--- config.mk ---
export PLATFORM = sky130hd
export DESIGN_NAME = ea_gen
export DESIGN_NICKNAME = d
export VERILOG_FILES = /design/src/rtl/agu_pkg.sv /design/src/rtl/agu_offset.sv /design/src/rtl/agu_base.sv /design/src/rtl/agu_stage.sv /design/src/rtl/ea_gen.sv
export SDC_FILE = /design/constraint.sdc
export NUM_CORES = 1
export LEC_CHECK = 0
export ABC_AREA = 1
export BUFFER_PORTS_ARGS = -buffer_cell sky130_fd_sc_hd__buf_4
export CORE_UTILIZATION = 45
export CTS_BUF_LIST = sky130_fd_sc_hd__clkbuf_8
export DETAILED_ROUTE_END_ITERATION = 6
export PLACE_DENSITY = 0.79
export SLEW_MARGIN = 20
export SYNTH_ARGS = -nofsm -noshare
export SYNTH_HDL_FRONTEND = slang
export SYNTH_HIERARCHICAL = 1
export SYNTH_SLANG_ARGS = --single-unit
export TNS_END_PERCENT = 1
--- constraint.sdc ---
create_clock -name clk -period 2.5 [get_ports clk]
set_input_delay 0.375 -clock clk [delete_from_list [all_inputs] [get_ports clk]]
set_output_delay 0.375 -clock clk [all_outputs]
set_load 0.005 [all_outputs]
--- src/rtl/agu_pkg.sv ---
package agu_pkg;
    localparam int XLEN     = 64;
    localparam int IMM_W    = 16;
    localparam int IDX_W    = 5;
    localparam int DS_SHIFT = 2;
    localparam int DQ_SHIFT = 4;

    typedef logic [XLEN-1:0] word_t;

    typedef enum logic [1:0] {
        FORM_D  = 2'd0,
        FORM_DS = 2'd1,
        FORM_DQ = 2'd2,
        FORM_X  = 2'd3
    } addr_form_e;

    typedef struct packed {
        word_t ea;
        logic  wb_en;
        logic  illegal;
    } agu_rsp_t;

    // sign-extend the immediate and clear its low 'shift' bits
    function automatic word_t scaled_sext(input logic [IMM_W-1:0] imm,
                                          input int unsigned shift);
        word_t v;
        v = {{(XLEN-IMM_W){imm[IMM_W-1]}}, imm};
        return v & ~((word_t'(1) << shift) - word_t'(1));
    endfunction
endpackage

--- src/rtl/agu_offset.sv ---
module agu_offset
    import agu_pkg::*;
#(
    parameter int DS_SH = DS_SHIFT,
    parameter int DQ_SH = DQ_SHIFT
) (
    input  addr_form_e       form,
    input  logic [IMM_W-1:0] imm,
    input  word_t            rb_val,
    output word_t            offset
);
    always_comb begin
        unique case (form)
            FORM_D:  offset = scaled_sext(imm, 0);
            FORM_DS: offset = scaled_sext(imm, DS_SH);
            FORM_DQ: offset = scaled_sext(imm, DQ_SH);
            default: offset = rb_val;
        endcase
    end
endmodule

--- src/rtl/agu_base.sv ---
module agu_base
    import agu_pkg::*;
(
    input  logic             update,
    input  logic [IDX_W-1:0] ra_idx,
    input  word_t            ra_val,
    output word_t            base,
    output logic             wb_en,
    output logic             illegal
);
    logic idx_zero;
    assign idx_zero = (ra_idx == '0);

    always_comb begin
        base    = (update || !idx_zero) ? ra_val : '0;
        wb_en   = update && !idx_zero;
        illegal = update && idx_zero;
    end
endmodule

--- src/rtl/agu_stage.sv ---
module agu_stage
    import agu_pkg::*;
(
    input  logic     clk,
    input  logic     rst,
    input  logic     in_valid,
    output logic     in_ready,
    input  agu_rsp_t in_rsp,
    output logic     out_valid,
    input  logic     out_ready,
    output agu_rsp_t out_rsp
);
    logic accept;
    assign in_ready = !out_valid || out_ready;
    assign accept   = in_valid && in_ready;

    always_ff @(posedge clk) begin
        if (rst) begin
            out_valid <= 1'b0;
            out_rsp   <= '0;
        end else begin
            if (accept) begin
                out_valid <= 1'b1;
                out_rsp   <= in_rsp;
            end else if (out_ready) begin
                out_valid <= 1'b0;
            end
        end
    end


    hold_stable_chk: assert property (@(posedge clk) disable iff (rst)
        out_valid && !out_ready |=> out_valid && $stable(out_rsp));


    accept_shows_chk: assert property (@(posedge clk) disable iff (rst)
        in_valid && in_ready |=> out_valid);


    drain_clears_chk: assert property (@(posedge clk) disable iff (rst)
        out_valid && out_ready && !in_valid |=> !out_valid);
endmodule

--- src/rtl/ea_gen.sv ---
module ea_gen
    import agu_pkg::*;
#(
    parameter int DS_SH = DS_SHIFT,
    parameter int DQ_SH = DQ_SHIFT
) (
    input  logic             clk,
    input  logic             rst,
    input  logic             in_valid,
    output logic             in_ready,
    input  logic [1:0]       in_form,
    input  logic             in_update,
    input  logic [IDX_W-1:0] in_ra_idx,
    input  logic [XLEN-1:0]  in_ra_val,
    input  logic [XLEN-1:0]  in_rb_val,
    input  logic [IMM_W-1:0] in_imm,
    output logic             out_valid,
    input  logic             out_ready,
    output logic [XLEN-1:0]  out_ea,
    output logic             out_wb_en,
    output logic [XLEN-1:0]  out_wb_val,
    output logic             out_illegal
);
    word_t    base, offset;
    logic     wb_en_c, illegal_c;
    agu_rsp_t rsp_d, rsp_q;

    agu_base u_base (
        .update (in_update),
        .ra_idx (in_ra_idx),
        .ra_val (in_ra_val),
        .base   (base),
        .wb_en  (wb_en_c),
        .illegal(illegal_c)
    );

    agu_offset #(.DS_SH(DS_SH), .DQ_SH(DQ_SH)) u_offset (
        .form  (addr_form_e'(in_form)),
        .imm   (in_imm),
        .rb_val(in_rb_val),
        .offset(offset)
    );

    always_comb begin
        rsp_d.ea      = base + offset;   // modulo 2^XLEN
        rsp_d.wb_en   = wb_en_c;
        rsp_d.illegal = illegal_c;
    end

    agu_stage u_stage (
        .clk      (clk),
        .rst      (rst),
        .in_valid (in_valid),
        .in_ready (in_ready),
        .in_rsp   (rsp_d),
        .out_valid(out_valid),
        .out_ready(out_ready),
        .out_rsp  (rsp_q)
    );

    assign out_ea      = rsp_q.ea;
    assign out_wb_en   = rsp_q.wb_en;
    assign out_wb_val  = rsp_q.ea;
    assign out_illegal = rsp_q.illegal;


    zero_base_chk: assert property (@(posedge clk) disable iff (rst)
        in_valid && in_ready && !in_update && in_ra_idx == '0 && in_form == 2'd3
        |=> out_ea == $past(in_rb_val));


    illegal_upd_chk: assert property (@(posedge clk) disable iff (rst)
        in_valid && in_ready && in_update && in_ra_idx == '0
        |=> out_illegal && !out_wb_en);


    upd_wb_chk: assert property (@(posedge clk) disable iff (rst)
        in_valid && in_ready && in_update && in_ra_idx != '0
        |=> out_wb_en && !out_illegal);


    reset_idle_chk: assert property (@(posedge clk)
        $past(rst) |-> !out_valid);
endmodule

## Word-level counts from Yosys, hierarchy flattened

Index checks and enable logic that the tools add are counted.

| storage, ports and cells | value |
|---|---|
| bits in registers | 67 |
| bits of input ports | 156 |
| output and inout port bits | 132 |
| word-level logic and storage cells | 21 |

| operators by class | value |
|---|---|
| $add $sub $neg | 1 |
| eq/ne operators | 2 |
| muxes and demuxes | 4 |
| reduce and logical (&&, ||, !) cells | 10 |

Operators with widths:

| kind | number |
|---|---|
| 64-bit case mux with 3 select lines | 1 |
| 64-bit adder | 1 |
| 64-bit two-way mux | 1 |
| 5-bit logical NOT | 1 |
| 1-bit logical AND | 3 |
| 2-bit by 1-bit == test with 1-bit output (second input constant) | 1 |
| 2-bit == test (second input constant) | 1 |
| 1-bit logical NOT | 2 |
| 2-bit logical NOT | 1 |
| 1-bit logical OR | 2 |
| 1-bit two-way mux | 2 |
| 2-bit nonzero test | 1 |

## Longest topological paths before layout

Gate-level depths: netlist of the first run.

| depth | value |
|---|---|
| word-level depth | 5 |
| mapped depth | 22 |
| mapped depth without buffers | 22 |

## Hierarchy

Netlist of the first run, hierarchy kept.

By module, submodules not included:

| module | instances | cells each | area each (um^2) | seq. area each (um^2) |
|---|---|---|---|---|
| ea_gen | 1 | 1,349 | 6,465.0 | 0.0 |
| agu_stage | 1 | 438 | 3,308.2 | 1,341.3 |
| agu_offset | 1 | 167 | 738.2 | 0.0 |
| agu_base | 1 | 143 | 604.3 | 0.0 |

## Least setup slack after synthesis of the first run

Ideal clock, no wire load.

| timing | value |
|---|---|
| path type | input to register |
| start point | input in_ra_idx[4] |
| end point | register u_stage/out_rsp[64] (netlist bit) |
| arrival | 2,487 ps |
| setup slack | -102 ps |
| stages on the path | 22 |
| buffers on the path | 0 |
| cells stage by stage | nor2_1 > nand3_2 > nor2_8 > nor2_1 > ha_1 > fa_1 > nand3_1 > nand3_2 > nand2_1 > nand2_1 > nand2_1 > nand2_2 > nand2_1 > nand2_2 > nand2_1 > nand2_1 > nand2_1 > nand2_1 > inv_1 > nand3_1 > nand2_1 > nor2_1 |

RTL lines:

| item | RTL line | text |
|---|---|---|
| start: declaration | ea_gen.sv:13 | `input logic [IDX_W-1:0] in_ra_idx,` |
| end signal: assignment | agu_stage.sv:24 | `out_rsp <= in_rsp;` |
| end: declaration | agu_stage.sv:11 | `output agu_rsp_t out_rsp` |

==> flow_summary_export.csv, run 1 <==
group,metric,value,unit
run_status,run_status,"finished with violations",
run_status,failed_checks,"negative setup slack",
synth,synth-edff-count,0,
setup_path,worstSetupStartpointType,"input port",
synth,synth.area.top_cells,"sky130_fd_sc_hd__nand2_1, sky130_fd_sc_hd__inv_1, sky130_fd_sc_hd__dfxtp_1, sky130_fd_sc_hd__nand3_1, sky130_fd_sc_hd__nor2_1",
cts,clk-insertion-delay-late,350,ps
finish,antennaDiodeCount,0,
placement,routabilityCongestion,0.982,
finish,multiInputGateArea,7450,µm²
global_route,grt.overflow.total,0,
synth,netlist.top_cell.by_area,"sky130_fd_sc_hd__nand2_1",
drt,detail_route.vias_per_cell,4.76,
cts,clock-sinks,67,
synth,post_synth_num_cell_types,32,
setup_path,end_kind,"register",
pwr,power.leakage,9.15,nW
synth,post_synth_inst_count,2097,
setup_path,cp_data_required_time,2790,ps
setup_path,critical_path_peak_fanout,18,
synth,synth_most_common_cell,"sky130_fd_sc_hd__nand2_1",
cts,cts_root_buf,"sky130_fd_sc_hd__clkbuf_8",
setup_path,start_to_end_type_of_the_worst_setup_path,"input port to register",
global_route,largest_net_degree_at_the_start_of_global_routing,53,
global_route,grt_pass1_wl,63.0,mm
placement,placed_instance_area,14200,µm²
cts,number_of_buffers_created_by_cts,9,
finish,final_cell_area,14800,µm²
hold_path,hp-class,"input port to register",
drt,maxUsedRoutingLayer,"met4",
synth,yosysWarnings,6,
drt,detail_route.drc_violations,0,
die,die_height,159,µm
finish,nFillCells,2534,
flow_run,cap_violations,0,
finish,sequential_cell_area,1340,µm²
finish,nNetsFinal,2671,
sta,maxSlewViolCount,0,
cts,cts_tree,"done",
global_route,grt_util_all_layers,31.6,%
cts,cts_hold_buffers,0,
sta,period_share,110,%
placement,placement.io_buffers,287,
synth,synthDominantCellAreaShare,25.0,%
die,die_x,159,µm
sta,hold_viol_final,0,
die,std_cell_rows,57,
sta,final.setup.worst_slack,-261,ps
drt,detailroute.via_count,13200,
drt,met2RoutedLength,17.6,mm
setup_path,timing.critical_path.arrival,3050,ps
die,coreArea,24200,µm²
pwr,vdd_drop_max,0.275,mV
placement,dp.final_hpwl,35.0,mm
die,initial_utilization,45.8,%
cts,clock_tree.buffer_depth,2,
drt,route.final.wire_length,40.9,mm
finish,area_growth_syn_to_layout,32.8,%
sta,fmaxAchievable,362,MHz
sta,worstMarginPinSlew,585,ps
synth,postSynthRegisterBits,67,
finish,drive_gt1_share,28.7,%
synth,ranking_of_synthesized_cells_by_instance_count,"sky130_fd_sc_hd__nand2_1, sky130_fd_sc_hd__inv_1, sky130_fd_sc_hd__nor2_1",
die,pin_count,288,
drt,dr_wl_met3,2.66,mm
sta,setup_viol,52,
global_route,first_global_vias,12100,
pwr,powerDensity,408,nW/µm²
cts,cts_htree_levels,3,
drt,firstDrtPassIters,5,
drt,detail_route.iter0.violations,979,
drt,final_antenna_net_count,0,
drt,wl_met1,20.1,mm
synth,post_synth_arst_share,0,%
synth,ys.flop_type,"sky130_fd_sc_hd__dfxtp_1",
cts,clk_pin_slew,90,ps
synth,syn-cell-area,11100,µm²
synth,synth_nets,2317,
sta,grt_setup_unrepaired,"true",
drt,drt-wirelength-per-cell,14.7,µm
synth,synthesis.area_per_instance,5.30,µm²
global_route,antenna_found_initial,0,
pwr,design_power_total,6.02,mW
sta,clock-skew-final,7.98,ps
sta,slew_headroom,61.0,%
sta,tmin_final,2760,ps
synth,seq_area_frac_synth,12.1,%
die,die_area,25300,µm²
==> routing by layer <==
metal / GRT usage [%] / vias to the layer above
met2: 49.7 / 416
met3: 5.03 / 27
li1: - / 6853
met5: 0 / -
met4: 5.42 / 0
met1: 45.6 / 5935
==> path summary, 6_finish.rpt <==
kind,from,endpoint,slack (ps),depth (start not counted)
worst max-delay path,in_ra_idx[3],u_stage/out_rsp[60],-260,22
worst max register to register,u_stage/out_valid,u_stage/out_rsp[2],890,5
worst min-delay path,rst,u_stage/out_valid,180,2
worst min register to register,u_stage/out_rsp[55],u_stage/out_rsp[55],510,2
==> state kept, by name, indices dropped and copies added (netlist names) <==
name	flops
u_stage/out_rsp	66
u_stage/out_valid	1
==> timing repair <==
item,CTS,global route
endpoints found under the setup margin,52,58
gates cloned,1,0
pin swaps,3,5
buffers inserted,1,0
endpoints found under the hold margin,0,0
gates resized for setup,64,27
==> power breakdown <==
group	leakage, nW	total, mW	internal [mW]	switching (mW)
Clock	0.0855	0.885	0.396	0.489
Combinational	8.50	3.82	1.67	2.16
Sequential	0.556	1.32	1.18	0.130
Total	9.15	6.02	3.25	2.78
==> worst max-delay path, stage by stage <==
cell                      delay (ps)
sky130_fd_sc_hd__buf_4           120
sky130_fd_sc_hd__nor2_4          110
sky130_fd_sc_hd__nand3_4         120
sky130_fd_sc_hd__nor2_8          180
sky130_fd_sc_hd__buf_12          190
sky130_fd_sc_hd__buf_12          120
sky130_fd_sc_hd__nor2_1           40
sky130_fd_sc_hd__ha_2            390
sky130_fd_sc_hd__nand2_1         120
sky130_fd_sc_hd__inv_1           140
sky130_fd_sc_hd__nand2_2         150
sky130_fd_sc_hd__nor3_4          200
sky130_fd_sc_hd__nand2_1         100
sky130_fd_sc_hd__nor2_1          100
sky130_fd_sc_hd__nand2_1          90
sky130_fd_sc_hd__nand2_1          70
sky130_fd_sc_hd__nand2_1          40
sky130_fd_sc_hd__nand2_1          50
sky130_fd_sc_hd__inv_1            60
sky130_fd_sc_hd__nand3_1          80
sky130_fd_sc_hd__nand2_1          70
sky130_fd_sc_hd__nor2_1          120
==> area by class of cell <==
class | count | share of cell area (%)
well taps | 324 | 2.75
multi-input cells | 1448 | 50.5
clock inverters | 6 | 0.330
repair buffers | 469 | 24.9
inverters | 456 | 11.6
clock buffers | 10 | 0.932
flip-flops and latches | 67 | 9.08
==> cell families (layout without fill, tap and decap cells) <==
kind of cell	count (synthesis)	after routing	synth area share [%]
AO/OA/AOI/OAI	112	112	7.14
XOR/XNOR	32	32	2.52
adder cells (fa/ha/maj)	64	64	7.27
buffers and inverters	582	941	24.1
flip-flops	67	67	12.1
AND/OR/NAND/NOR	1240	1240	46.9
==> layout by cell type, fill, tap and decap left out, types with 4 or more instances in the layout <==
cell type and instances:
sky130_fd_sc_hd__buf_12 10, sky130_fd_sc_hd__nand4_1 13, sky130_fd_sc_hd__inv_1 448, sky130_fd_sc_hd__ha_2 11
sky130_fd_sc_hd__nand3_1 176, sky130_fd_sc_hd__a21oi_1 34, sky130_fd_sc_hd__clkbuf_8 10, sky130_fd_sc_hd__xor2_1 25
sky130_fd_sc_hd__nor2_4 11, sky130_fd_sc_hd__ha_1 49, sky130_fd_sc_hd__nor3_2 4, sky130_fd_sc_hd__nor3_1 7
sky130_fd_sc_hd__nand3_2 12, sky130_fd_sc_hd__xor2_2 6, sky130_fd_sc_hd__inv_2 7, sky130_fd_sc_hd__nor2_1 209
sky130_fd_sc_hd__nand2_1 715, sky130_fd_sc_hd__a21oi_2 73, sky130_fd_sc_hd__nor2_2 34, sky130_fd_sc_hd__nand2_2 50
sky130_fd_sc_hd__buf_4 457, sky130_fd_sc_hd__dfxtp_1 67
==> per-stage QoR <==
stage / hold slack, ps / setup WS, ps / TNS [ps] / instances / utilization [%]
CTS: 166 / -207 / -5130 / 2780 / 60.5
floorplan: 437 / -40.5 / -116 / 2097 / -
global placement: 484 / -931 / -26800 / 2762 / 58.6
global route: 161 / -422 / -16880 / 2780 / 60.9
detailed placement: 490 / -864 / -28640 / 2762 / 58.6
finish: 181 / -261 / -7310 / 2780 / 60.9
Power figures use the tool's default switching activity.
==> run 2: changes to the inputs <==
--- a/config.mk
+++ b/config.mk
@@ -11,6 +11,7 @@
 export CTS_BUF_LIST = sky130_fd_sc_hd__clkbuf_8
 export DETAILED_ROUTE_END_ITERATION = 6
 export PLACE_DENSITY = 0.79
+export REMOVE_ABC_BUFFERS = 1
 export SLEW_MARGIN = 20
 export SYNTH_ARGS = -nofsm -noshare
 export SYNTH_HDL_FRONTEND = slang
==> run 2 against run 1 <==
  * Critical path type unchanged
  * Register-to-register slack better by 140 ps
  * Worst hold slack worse by 12 ps
  * Clock skew up 9.2 ps
  * The flow still finishes with violations (negative setup slack)
  * Combinational power about the same
  * Critical path depth up 1
==> flow_summary_export.csv, run 2 (same netlist as run 1, synthesis figures left out) <==
group,metric,value,unit
setup_path,cp_data_required_time,2810,ps
finish,nFillCells,2394,
cts,clock_tree.buffer_depth,2,
pwr,power.combinational.fraction,61.2,%
sta,tmin_final,2700,ps
die,die_x,159,µm
placement,routabilityCongestion,0.949,
placement,dp.final_hpwl,31.7,mm
drt,detail_route.iter0.violations,1057,
cts,clk_pin_slew,80,ps
die,die_area,25300,µm²
global_route,grt_pass1_wl,61.9,mm
pwr,seqPwrFrac,21.1,%
cts,cts_htree_levels,3,
pwr,power.net_switching,2.75,mW
die,coreArea,24200,µm²
finish,most_common_cell_after_layout_fill_and_taps_aside,"sky130_fd_sc_hd__nand2_1",
cts,cts_tree,"done",
pwr,power_report.internal_total,3.49,mW
hold_path,holdPathStages,2,
setup_path,worst-r2r-cell-count,5,
sta,period_share,108,%
cts,clock-sinks,67,
cts,cts_root_buf,"sky130_fd_sc_hd__clkbuf_8",
global_route,grt_util_all_layers,30.5,%
placement,placed_instance_area,13900,µm²
sta,setup_viol,44,
drt,route.final.wire_length,39.8,mm
global_route,largest_net_degree_at_the_start_of_global_routing,57,
finish,final_cell_area,15300,µm²
placement,placement.io_buffers,287,
finish,antennaDiodeCount,0,
die,initial_utilization,45.8,%
global_route,first_global_vias,12400,
pwr,switching_share,44.0,%
setup_path,rr_startpoint,"u_stage/out_valid",
hold_path,hp-class,"input port to register",
finish,drive_gt1_share,31.3,%
finish,area_growth_syn_to_layout,37.3,%
pwr,powerDensity,409,nW/µm²
finish,final_util,62.9,%
placement,pre_cts_ws,-722,ps
drt,final_antenna_net_count,0,
setup_path,worstSetupStartpointType,"input port",
finish,multiInputGateArea,7880,µm²
sta,maxSlewViolCount,0,
die,die_height,159,µm
pwr,clock_power_share,17.7,%
finish,largestRegisters,"u_stage/out_rsp (66), u_stage/out_valid (1)",
sta,worstMarginPinSlew,514,ps
finish,most-common-layout-cells,"sky130_fd_sc_hd__nand2_1, sky130_fd_sc_hd__buf_4, sky130_fd_sc_hd__inv_1",
pwr,vdd_drop_max,0.240,mV
finish,sequential_cell_area,1340,µm²
finish,largest_register_ff_count,66,
finish,nNetsFinal,2666,
pwr,power.leakage,9.19,nW
setup_path,critical_path_peak_fanout,9,
die,std_cell_rows,57,
finish,regMostFlops,"u_stage/out_rsp",
sta,final.setup.worst_slack,-205,ps
sta,grt_setup_unrepaired,"true",
setup_path,end_kind,"register",
setup_path,timing.critical_path.arrival,3010,ps
drt,firstDrtPassIters,5,
drt,detail_route.vias_per_cell,4.85,
finish,instances_no_fill,2775,
placement,numPlacedInstances,2728,
sta,hold_viol_final,0,
drt,drt-wirelength-per-cell,14.3,µm
die,pin_count,288,
run_status,failed_checks,"negative setup slack",
sta,fmaxAchievable,370,MHz
global_route,antenna_found_initial,0,
setup_path,r2r_end,"u_stage/out_rsp[12]",
run_status,run_status,"finished with violations",
setup_path,start_to_end_type_of_the_worst_setup_path,"input port to register",
drt,detail_route.drc_violations,0,
sta,slew_headroom,65.7,%
cts,clk-insertion-delay-late,380,ps
flow_run,cap_violations,0,
cts,number_of_buffers_created_by_cts,9,
hold_path,holdPathEnd,"u_stage/out_valid",
drt,detailroute.via_count,13500,
sta,clock-skew-final,17.1,ps
setup_path,timing.reg2reg.setup_slack,1030,ps
global_route,grt.overflow.total,0,
hold_path,holdCritStartpoint,"rst",
sta,hold-worst-slack,169,ps
run 2: cell types whose count changed in the layout (fill, tap and decap cells not counted), sizes merged:
cell      before  now
clkbuf        10   12
bufinv         0    2
clkinvlp       3    1
inv          457  456
buf          469  463
run 2: routing by layer:
layer	wire (µm)	global-route usage (%)	share of wire (%)	vias to the layer above
li1	-	-	-	6860
met1	17700	40.7	45	6076
met2	18100	50.5	46	466
met3	2870	4.69	7.2	55
met4	1060	9.27	2.7	0
met5	0	0	0	-
run 2: layout make-up:
class                      count  share of cell area (%)
clock buffer                  11                   0.992
sequential                    67                    8.79
tap                          324                    2.66
inverter                     456                    11.2
clock inverter                 5                   0.500
multi-input combinational   1448                    51.6
timing repair buffer         464                    24.2
run 2: power groups by stage:
stage	sequential, mW	combinational [mW]	clock [mW]
after floorplan	1.34	1.84	0
after global placement	1.33	3.38	0
final	1.32	3.82	1.10
after detailed placement	1.34	3.41	0
after CTS	1.32	3.57	1.11
after global routing	1.33	4.20	1.15
run 2: per-stage QoR:
stage / power (mW) / TNS (ps)
6_report: 6.24 / -4360
3_5_place_dp: 4.76 / -28280
5_1_grt: 6.69 / -13520
3_3_place_gp: 4.71 / -25080
2_1_floorplan: 3.17 / -24780
4_1_cts: 6.00 / -3900
run 2: timing repair:
item | in CTS | in global routing
setup buffers | 10 | 18
setup endpoints to repair | 46 | 58
hold buffers | 0 | 0
pin swaps | 23 | 35
resized for setup | 85 | 110
cloned | 2 | 2
run 2: critical path: stages:
cell and delay [ps]:
sky130_fd_sc_hd__buf_4 120, sky130_fd_sc_hd__nor2_4 120, sky130_fd_sc_hd__nand3_4 110, sky130_fd_sc_hd__nor2_8 100, sky130_fd_sc_hd__buf_12 160, sky130_fd_sc_hd__buf_12 150
sky130_fd_sc_hd__nor2_1 50, sky130_fd_sc_hd__ha_1 340, sky130_fd_sc_hd__nand2_1 140, sky130_fd_sc_hd__nor2_1 160, sky130_fd_sc_hd__inv_1 110, sky130_fd_sc_hd__nor2_2 170
sky130_fd_sc_hd__buf_4 140, sky130_fd_sc_hd__nand2_1 50, sky130_fd_sc_hd__nor2_1 90, sky130_fd_sc_hd__nand2_1 80, sky130_fd_sc_hd__nand3_1 70, sky130_fd_sc_hd__nand2_1 50
sky130_fd_sc_hd__nand2_1 110, sky130_fd_sc_hd__inv_1 60, sky130_fd_sc_hd__nand3_1 80, sky130_fd_sc_hd__nand2_1 70, sky130_fd_sc_hd__nor2_1 90
run 2: worst max-delay path by stage:
stage | start | end | slack [ps] | depth (start not counted)
6_report | in_ra_idx[2] | u_stage/out_rsp[54] | -200 | 23
5_1_grt | in_ra_idx[2] | u_stage/out_rsp[65] | -390 | 23
4_1_cts | in_ra_idx[4] | u_stage/out_rsp[54] | -160 | 22
3_5_place_dp | in_ra_idx[4] | u_stage/out_rsp[40] | -720 | 21
3_3_place_gp | in_ra_idx[4] | u_stage/out_rsp[40] | -670 | 21
2_1_floorplan | in_form[0] | u_stage/out_rsp[58] | -590 | 18
==> run 3: changes to the inputs <==
--- a/config.mk
+++ b/config.mk
@@ -7,10 +7,12 @@
 export LEC_CHECK = 0
 export ABC_AREA = 1
 export BUFFER_PORTS_ARGS = -buffer_cell sky130_fd_sc_hd__buf_4
-export CORE_UTILIZATION = 45
+export CELL_PAD_IN_SITES_DETAIL_PLACEMENT = 2
+export CELL_PAD_IN_SITES_GLOBAL_PLACEMENT = 2
+export CORE_UTILIZATION = 24
 export CTS_BUF_LIST = sky130_fd_sc_hd__clkbuf_8
 export DETAILED_ROUTE_END_ITERATION = 6
-export PLACE_DENSITY = 0.79
+export PLACE_DENSITY = 0.86
 export REMOVE_ABC_BUFFERS = 1
 export SLEW_MARGIN = 20
 export SYNTH_ARGS = -nofsm -noshare
==> run 3 against run 2 <==
  * The run still ends with negative setup slack left
  * Clock-buffer cell count shrank 2
  * Worst hold slack got worse by 42 ps
  * Die area grew 86%
  * Routed wire length rose by 38%
  * Cell count rose by 9.9%
  * Combinational power is 6.0% higher
  * Clock skew is 4.0 ps higher
  * Non-clock buffer count unchanged
  * Critical path type unchanged
==> flow_summary_export.csv, run 3 (same netlist as run 1, synthesis figures left out) <==
group,metric,value,unit
sta,worstMarginPinSlew,587,ps
run_status,failed_checks,"negative setup slack",
cts,cts_root_buf,"sky130_fd_sc_hd__clkbuf_8",
hold_path,hp-class,"input port to register",
placement,pre_cts_ws,-970,ps
cts,cts_tree,"done",
drt,detail_route.drc_violations,0,
pwr,powerDensity,420,nW/µm²
cts,clock-sinks,67,
finish,largest_register_ff_count,66,
global_route,largest_net_degree_at_the_start_of_global_routing,67,
sta,tmin_final,2780,ps
setup_path,critical_path_peak_fanout,24,
finish,most_common_cell_after_layout_fill_and_taps_aside,"sky130_fd_sc_hd__nand2_1",
setup_path,worst-r2r-cell-count,5,
die,initial_utilization,24.4,%
die,die_area,47200,µm²
sta,final.setup.worst_slack,-278,ps
sta,setup_viol,45,
placement,routabilityCongestion,0.908,
setup_path,worst_setup_path_startpoint,"in_ra_idx[4]",
setup_path,crit_end,"u_stage/out_rsp[63]",
finish,most-common-layout-cells,"sky130_fd_sc_hd__nand2_1, sky130_fd_sc_hd__buf_4, sky130_fd_sc_hd__inv_1",
finish,antennaDiodeCount,0,
sta,grt_setup_unrepaired,"true",
die,die_x,217,µm
setup_path,r2r_end,"u_stage/out_rsp[30]",
drt,detail_route.iter0.violations,383,
setup_path,rr_startpoint,"u_stage/out_valid",
sta,fmaxAchievable,360,MHz
drt,drt-wirelength-per-cell,18.0,µm
die,std_cell_rows,78,
drt,final_antenna_net_count,0,
drt,detailroute.via_count,14000,
sta,clock-skew-final,21.1,ps
sta,hold-worst-slack,127,ps
setup_path,worstSetupStartpointType,"input port",
finish,nFillCells,5732,
cts,clk-insertion-delay-late,430,ps
cts,cts_htree_levels,3,
flow_run,cap_violations,0,
die,die_height,217,µm
finish,regMostFlops,"u_stage/out_rsp",
drt,firstDrtPassIters,5,
setup_path,end_kind,"register",
cts,cts_hold_buffers,0,
pwr,vdd_drop_max,0.198,mV
cts,number_of_buffers_created_by_cts,9,
global_route,grt_pass1_wl,84.9,mm
finish,drive_gt1_share,29.7,%
global_route,antenna_found_initial,0,
sta,hold_viol_final,0,
run_status,run_status,"finished with violations",
global_route,grt_util_all_layers,23.0,%
setup_path,timing.critical_path.arrival,3110,ps
pwr,power.leakage,9.15,nW
sta,period_share,111,%
setup_path,timing.reg2reg.setup_slack,780,ps
drt,detail_route.vias_per_cell,4.58,
global_route,first_global_vias,15400,
cts,clock_tree.buffer_depth,2,
sta,maxSlewViolCount,0,
setup_path,start_to_end_type_of_the_worst_setup_path,"input port to register",
finish,largestRegisters,"u_stage/out_rsp (66), u_stage/out_valid (1)",
drt,route.final.wire_length,55.0,mm
die,pin_count,288,
placement,placement.io_buffers,287,
finish,area_growth_syn_to_layout,39.1,%
sta,slew_headroom,60.9,%
global_route,grt.overflow.total,0,
finish,nNetsFinal,2666,
placement,dp.final_hpwl,45.5,mm
die,coreArea,45600,µm²
cts,clk_pin_slew,120,ps
setup_path,cp_data_required_time,2830,ps
## run 3: changes by cell type in the layout (fill, tap and decap cells not counted), moves of 5 or more
cell and delta:
sky130_fd_sc_hd__a21oi_1 +12, sky130_fd_sc_hd__nand2_1 +10, sky130_fd_sc_hd__nand2_2 -5, sky130_fd_sc_hd__a21oi_2 -12, sky130_fd_sc_hd__nor2_2 -7, sky130_fd_sc_hd__inv_1 +7
sky130_fd_sc_hd__buf_4 +6, sky130_fd_sc_hd__inv_2 -8, sky130_fd_sc_hd__ha_1 -5, sky130_fd_sc_hd__nand2_4 -5, sky130_fd_sc_hd__nor2_1 +11, sky130_fd_sc_hd__ha_2 -6
sky130_fd_sc_hd__ha_4 +11
## run 3: power breakdown
part           switching (mW)  leakage (nW)  internal, mW
registers               0.138         0.556          1.18
clock network           0.634         0.106         0.481
logic                    2.33          8.49          1.73
total                    3.10          9.15          3.39
## run 3: what timing repair did
| item | 4_1_cts | 5_1_grt |
|---|---|---|
| pin swaps | 4 | 3 |
| cloned | 0 | 0 |
| setup buffers | 0 | 1 |
| resized for setup | 106 | 45 |
| endpoints found under the setup margin | 51 | 54 |
## run 3: worst min path at each step
| stage | slack [ps] | from | depth (start not counted) | end |
|---|---|---|---|---|
| after floorplan | 440 | rst | 1 | u_stage/out_valid |
| after global placement | 470 | u_stage/out_rsp[1] | 2 | u_stage/out_rsp[1] |
| after detailed placement | 500 | u_stage/out_rsp[0] | 2 | u_stage/out_rsp[0] |
| after CTS | 90 | rst | 2 | u_stage/out_valid |
| after global routing | 90 | rst | 2 | u_stage/out_valid |
| final | 130 | rst | 2 | u_stage/out_valid |
## run 3: worst max-delay path, cell delays in order
cell                      delay (ps)
sky130_fd_sc_hd__buf_4           110
sky130_fd_sc_hd__nor2_2          110
sky130_fd_sc_hd__nand3_2         150
sky130_fd_sc_hd__nor2_8          160
sky130_fd_sc_hd__buf_12          190
sky130_fd_sc_hd__buf_6           150
sky130_fd_sc_hd__buf_4           110
sky130_fd_sc_hd__nor2_1           40
sky130_fd_sc_hd__ha_1            310
sky130_fd_sc_hd__buf_4           150
sky130_fd_sc_hd__nand2_1         120
sky130_fd_sc_hd__inv_1           100
sky130_fd_sc_hd__nand2_1          90
sky130_fd_sc_hd__nand2_1          60
sky130_fd_sc_hd__a21oi_1         170
sky130_fd_sc_hd__nand2_1          90
sky130_fd_sc_hd__a21oi_2         140
sky130_fd_sc_hd__nand2_1          70
sky130_fd_sc_hd__nand2_1          60
sky130_fd_sc_hd__nand2_1          40
sky130_fd_sc_hd__inv_1            60
sky130_fd_sc_hd__nand3_1          80
sky130_fd_sc_hd__nand2_1         100
sky130_fd_sc_hd__nor2_1           40
## run 3: through the flow
stage | util, % | total power [mW] | instances | instance area (µm²) | TNS [ps]
finish | 33.9 | 6.49 | 3051 | 15500 | -6980
global route | 33.9 | 6.99 | 3051 | 15500 | -17010
CTS | 33.4 | 6.44 | 3050 | 15200 | -5540
detailed placement | 31.8 | 5.11 | 3034 | 14500 | -38410
global placement | 31.8 | 4.95 | 3034 | 14500 | -32510
floorplan | - | 3.17 | 1971 | 10200 | -24780
## run 3: per-layer routing
| layer | share of wire [%] | GRT usage (%) | up-vias |
|---|---|---|---|
| met5 | 0 | 0 | - |
| met4 | 2.0 | 5.56 | 0 |
| met3 | 2.7 | 2.26 | 54 |
| met2 | 50 | 41.9 | 235 |
| met1 | 45 | 28.7 | 6821 |
| li1 | - | - | 6856 |
## run 3: area by class of cell
class	count	area [µm²]	share of cell area, %
Multi-Input combinational cell	1448	7830	50.7
Timing Repair Buffer	464	3620	23.4
Sequential cell	67	1340	8.68
Clock inverter	7	85.1	0.550
Inverter	456	1710	11.1
Tap cell	600	751	4.86
Clock buffer	9	124	0.801
